`config.mk`:
```
export PLATFORM = sky130hd
export DESIGN_NAME = wdt_sleep_wake
export DESIGN_NICKNAME = d
export VERILOG_FILES = /design/src/rtl/wdt_pkg.sv /design/src/rtl/wdt_prescaler.sv /design/src/rtl/wdt_counter.sv /design/src/rtl/wdt_event.sv /design/src/rtl/wdt_sleep_wake.sv
export SDC_FILE = /design/constraint.sdc
export NUM_CORES = 1
export LEC_CHECK = 0
export CAP_MARGIN = 10
export CORE_ASPECT_RATIO = 0.8
export CORE_MARGIN = 10
export CORE_UTILIZATION = 57
export CTS_BUF_LIST = sky130_fd_sc_hd__clkbuf_4 sky130_fd_sc_hd__clkbuf_8 sky130_fd_sc_hd__clkbuf_16
export CTS_CLUSTER_SIZE = 28
export DETAILED_ROUTE_END_ITERATION = 7
export GPL_ROUTABILITY_DRIVEN = 1
export PLACE_DENSITY = 0.82
export SYNTH_ARGS = -nofsm -noshare
export SYNTH_HDL_FRONTEND = slang
export SYNTH_HIERARCHICAL = 1
export SYNTH_SLANG_ARGS = --single-unit
export TNS_END_PERCENT = 10
```
`constraint.sdc`:
```
create_clock -name clk -period 3.3 [get_ports clk]
set_input_delay 0.825 -clock clk [delete_from_list [all_inputs] [get_ports clk]]
set_output_delay 0.825 -clock clk [all_outputs]
set_load 0.005 [all_outputs]
```
`src/rtl/wdt_pkg.sv`:
```
package wdt_pkg;
  // Source of a raised request
  typedef enum logic [1:0] {
    EV_NONE  = 2'b00,
    EV_RESET = 2'b01,
    EV_WAKE  = 2'b10
  } wdt_event_e;

  // Width needed to hold values 0..n-1, never below 1
  function automatic int unsigned cnt_width(input int unsigned n);
    return (n > 1) ? $clog2(n) : 1;
  endfunction
endpackage

```
`src/rtl/wdt_prescaler.sv`:
```
module wdt_prescaler #(
  parameter int unsigned SEL_W = 3,
  localparam int unsigned PW   = (1 << SEL_W) - 1
) (
  input  logic             clk,
  input  logic             rst_n,
  input  logic             assigned_i,
  input  logic [SEL_W-1:0] sel_i,
  input  logic             restart_i,
  input  logic             step_i,
  output logic             pass_o
);
  logic [PW-1:0] pcnt_q;
  logic [PW-1:0] limit;
  logic          at_limit;

  // Division 2^sel: the limit is the all-ones value below bit sel
  always_comb begin
    limit = '0;
    for (int b = 0; b < PW; b++) begin
      limit[b] = (b < int'(sel_i));
    end
  end

  // The >= compare lets a lowered select pass at once
  assign at_limit = (pcnt_q >= limit);
  assign pass_o   = step_i && !restart_i && (!assigned_i || at_limit);

  always_ff @(posedge clk or negedge rst_n) begin
    if (!rst_n) begin
      pcnt_q <= '0;
    end else if (assigned_i) begin
      if (restart_i) begin
        pcnt_q <= '0;
      end else if (step_i) begin
        pcnt_q <= at_limit ? '0 : pcnt_q + 1'b1;
      end
    end
  end
endmodule

```
`src/rtl/wdt_counter.sv`:
```
module wdt_counter #(
  parameter int unsigned BASE_TICKS = 18,
  localparam int unsigned CW        = wdt_pkg::cnt_width(BASE_TICKS)
) (
  input  logic clk,
  input  logic rst_n,
  input  logic restart_i,
  input  logic step_i,
  output logic expire_o
);
  localparam logic [CW-1:0] LAST = CW'(BASE_TICKS - 1);

  logic [CW-1:0] cnt_q;

  assign expire_o = step_i && !restart_i && (cnt_q == LAST);

  always_ff @(posedge clk or negedge rst_n) begin
    if (!rst_n) begin
      cnt_q <= '0;
    end else if (restart_i || expire_o) begin
      cnt_q <= '0;
    end else if (step_i) begin
      cnt_q <= cnt_q + 1'b1;
    end
  end
endmodule

```
`src/rtl/wdt_event.sv`:
```
module wdt_event (
  input  logic clk,
  input  logic rst_n,
  input  logic expire_i,
  input  logic clear_i,
  input  logic sleep_i,
  output logic reset_req_o,
  output logic wake_req_o,
  output logic no_tmo_o
);
  import wdt_pkg::*;

  logic       asleep_q;
  logic       flag_q;
  wdt_event_e ev_q;
  wdt_event_e ev_d;

  always_comb begin
    ev_d = EV_NONE;
    if (expire_i) begin
      ev_d = asleep_q ? EV_WAKE : EV_RESET;
    end
  end

  always_ff @(posedge clk or negedge rst_n) begin
    if (!rst_n) begin
      asleep_q <= 1'b0;
      flag_q   <= 1'b1;
      ev_q     <= EV_NONE;
    end else begin
      ev_q <= ev_d;
      if (sleep_i) begin
        asleep_q <= 1'b1;
      end else if (expire_i) begin
        asleep_q <= 1'b0;
      end
      if (clear_i) begin
        flag_q <= 1'b1;
      end else if (expire_i) begin
        flag_q <= 1'b0;
      end
    end
  end

  assign reset_req_o = (ev_q == EV_RESET);
  assign wake_req_o  = (ev_q == EV_WAKE);
  assign no_tmo_o    = flag_q;
endmodule

```
`src/rtl/wdt_sleep_wake.sv`:
```
module wdt_sleep_wake #(
  parameter int unsigned BASE_TICKS = 18,
  parameter int unsigned SEL_W      = 3
) (
  input  logic             clk,
  input  logic             rst_n,
  input  logic             tick_i,
  input  logic             wd_en_i,
  input  logic             pre_assign_i,
  input  logic [SEL_W-1:0] pre_sel_i,
  input  logic             clear_i,
  input  logic             sleep_i,
  output logic             reset_req_o,
  output logic             wake_req_o,
  output logic             no_tmo_o
);
  logic restart;
  logic step;
  logic pass;
  logic expire;

  assign restart = clear_i || sleep_i;
  assign step    = wd_en_i && tick_i;

  wdt_prescaler #(.SEL_W(SEL_W)) u_pre (
    .clk        (clk),
    .rst_n      (rst_n),
    .assigned_i (pre_assign_i),
    .sel_i      (pre_sel_i),
    .restart_i  (restart),
    .step_i     (step),
    .pass_o     (pass)
  );

  wdt_counter #(.BASE_TICKS(BASE_TICKS)) u_cnt (
    .clk       (clk),
    .rst_n     (rst_n),
    .restart_i (restart),
    .step_i    (pass),
    .expire_o  (expire)
  );

  wdt_event u_evt (
    .clk         (clk),
    .rst_n       (rst_n),
    .expire_i    (expire),
    .clear_i     (clear_i),
    .sleep_i     (sleep_i),
    .reset_req_o (reset_req_o),
    .wake_req_o  (wake_req_o),
    .no_tmo_o    (no_tmo_o)
  );
endmodule

```
==> out/metrics.cfg <==
[worst_setup_path]
worstSetupPathType=in -> reg
rr_startpoint=u_pre/pcnt_q[0]
critPathCaptureType=flop
worstReg2RegEnd=u_cnt/cnt_q[1]
r2r_cells=8
r2r_setup_slack_ps=1190
crit_path_max_fanout=6
cp.required_ps=3510
critPathLaunchType=input pin
cp.arrival_ps=3140

[power]
powerDensity_nw_per_um2=311
p_leak_nw=0.546
vdd_drop_max_v=0.000295

[drt]
wl_per_cell_um=13.6
routed_wirelength_mm=1.89
first_pass_iters=5
viasPerCell=5.47
drt_first_iter_violations=21
via_count=760
drc=0
final_antenna_net_count=0

[finish]
stdcell_count=139
drive_gt1_share_pct=15.4
nets=138
final_common_cell=dfrtp_1
multi_input_area_sq_um=549
regArea_sq_um=402
layout_common_cells=dfrtp_1 (15), clkdlybuf4s50_1 (12), nor2_1 (10), ha_1 (10)
area_delta_synth_final_pct=21.4
diodes=0
final_area_sq_um=1190
nFillCells=117

[logic_synthesis]
yosysWarnings=6
syn-num-nets=118
syn_area_sq_um=978
synth_edf_count=0
synth_ff_type=dfrtp_1
ys_seq_area_share_pct=41.0
ys_async_sr_fraction_pct=100
yosysUniqueCellTypes=31
avgSynthCellArea_sq_um=9.98
syn_inst=98
ys_ff_latch=16

[clock_network]
cts_tree=done
root_buffer=clkbuf_4
cts_setup_buffers=0
worstSkewPairLatency_ps=290
cts.sinks=16
cts.repair.resized=0
htree_levels=1
hold_buffers=0
cts_buffers=3
clk_path_buf_depth=2
clk_pin_slew_ps=90

[sta]
fin_skew_ps=9.34
fin_crit_sh_pct=88.9
max-slew-margin-rel_pct=52.5
fmax_mhz=341
finalHoldViolCount=0
drv_slew=0
whs_ps=450
rsz0062_at_grt=false
setup_violations=0
period_needed_ps=2930
worstMarginPinSlew_ps=710
tns_ps=0

[grt]
grt_usage_pct=10.9
grt_max_degree=17
grt_pass1_vias=745
grt_remaining_overflow=0
use_met2_pct=15.6
met3_usage_pct=4.68
antenna_found_initial=0
grt_use_met1_pct=14.1
grt_pass1_wl_mm=3.31
grt-busiest-layer=met2

[die]
pin_count=13
rows=13
core-area_sq_um=1630
dieHeight_um=57.1
dieWidth_um=66.3
dieArea_sq_um=3780
start_util_pct=60.2

[placed_design]
routabilityCongestion=0.783
io_buffers=12
place_inst=135
hpwl_mm=1.55
placed_area_sq_um=1150

[min_path]
min-delay-start=u_evt/asleep_q
hp-class=reg -> reg
worstHoldEndpoint=u_evt/ev_q[0]
holdPathStages=1

[run]
maxCapViolCount=0

[run_status]
status=completed

==> cells by family (layout without fill, tap and decap cells) <==
group,count (synthesis),in the layout,synth area share [%]
AO/OA/AOI/OAI,23,23,18.4
AND/OR/NAND/NOR,33,33,16.9
XOR/XNOR,9,9,8.06
buffers and inverters,7,26,2.81
adder cells (fa/ha/maj),10,10,12.8
flip-flops,16,16,41.0
==> synthesized netlist by cell type (all sizes together) (2+ instances only) <==
master,number,area share (%)
nor2,10,3.8
nand4,7,4.5
and2,2,1.4
dfrtp,15,38
nor2b,2,1.3
a21oi,8,4.1
o21ai,2,1.0
inv,6,2.3
a21o,3,2.3
o21a,2,1.7
o211ai,2,2.6
ha,10,13
xor2,8,7.2
nand2,6,2.3
nand3,2,1.0
==> flip-flops by register name, summed over array words and instances, names as in the netlist <==
register	flops
u_evt/ev_q	2
u_pre/pcnt_q	7
u_evt/asleep_q	1
u_cnt/cnt_q	5
u_evt/no_tmo_o	1
==> worst max-delay path, cell delays in order <==
cell and delay, ps:
clkdlybuf4s50_1 410, or3_1 390, ha_1 270, nand2b_1 150, a31oi_2 230, o211ai_2 150
and3_1 270, a41o_1 250, a211oi_2 200
==> power by group <==
group          total (mW)  switching [mW]  internal, mW
clock               0.127          0.0596        0.0673
sequential          0.198         0.00110         0.197
combinational      0.0448          0.0239        0.0209
==> area by class of cell <==
| type | instances | area share, % |
|---|---|---|
| Clock buffer | 4 | 3.06 |
| Inverter | 6 | 1.90 |
| Multi-Input combinational cell | 75 | 46.3 |
| Sequential cell | 16 | 33.8 |
| Tap cell | 22 | 2.32 |
| Timing Repair Buffer | 16 | 12.6 |
==> worst max-delay path by stage <==
stage / startpoint / end / slack, ps / cells after the start
after floorplan: pre_sel_i[0] / u_cnt/cnt_q[1] / 530 / 9
after global placement: pre_sel_i[0] / u_cnt/cnt_q[1] / 120 / 9
after detailed placement: pre_sel_i[0] / u_evt/asleep_q / 40 / 11
after CTS: pre_sel_i[0] / u_evt/asleep_q / 370 / 11
after global routing: pre_sel_i[0] / u_cnt/cnt_q[1] / 220 / 9
final: pre_sel_i[0] / u_cnt/cnt_q[1] / 370 / 9
==> metrics by stage <==
step	total power, mW	utilization, %	setup WS (ps)
2_1_floorplan	0.222	-	526
3_3_place_gp	0.245	70.8	120
3_5_place_dp	0.247	70.8	44.1
4_1_cts	0.375	73.0	370
5_1_grt	0.390	73.0	217
6_report	0.370	73.0	366
==> per-layer routing <==
metal / vias up / part of all wire, %
li1: 397 / -
met1: 345 / 49
met2: 14 / 44
met3: 4 / 5.3
met4: 0 / 1.4
met5: - / 0
Note: power is estimated with default switching activity, not from simulation.
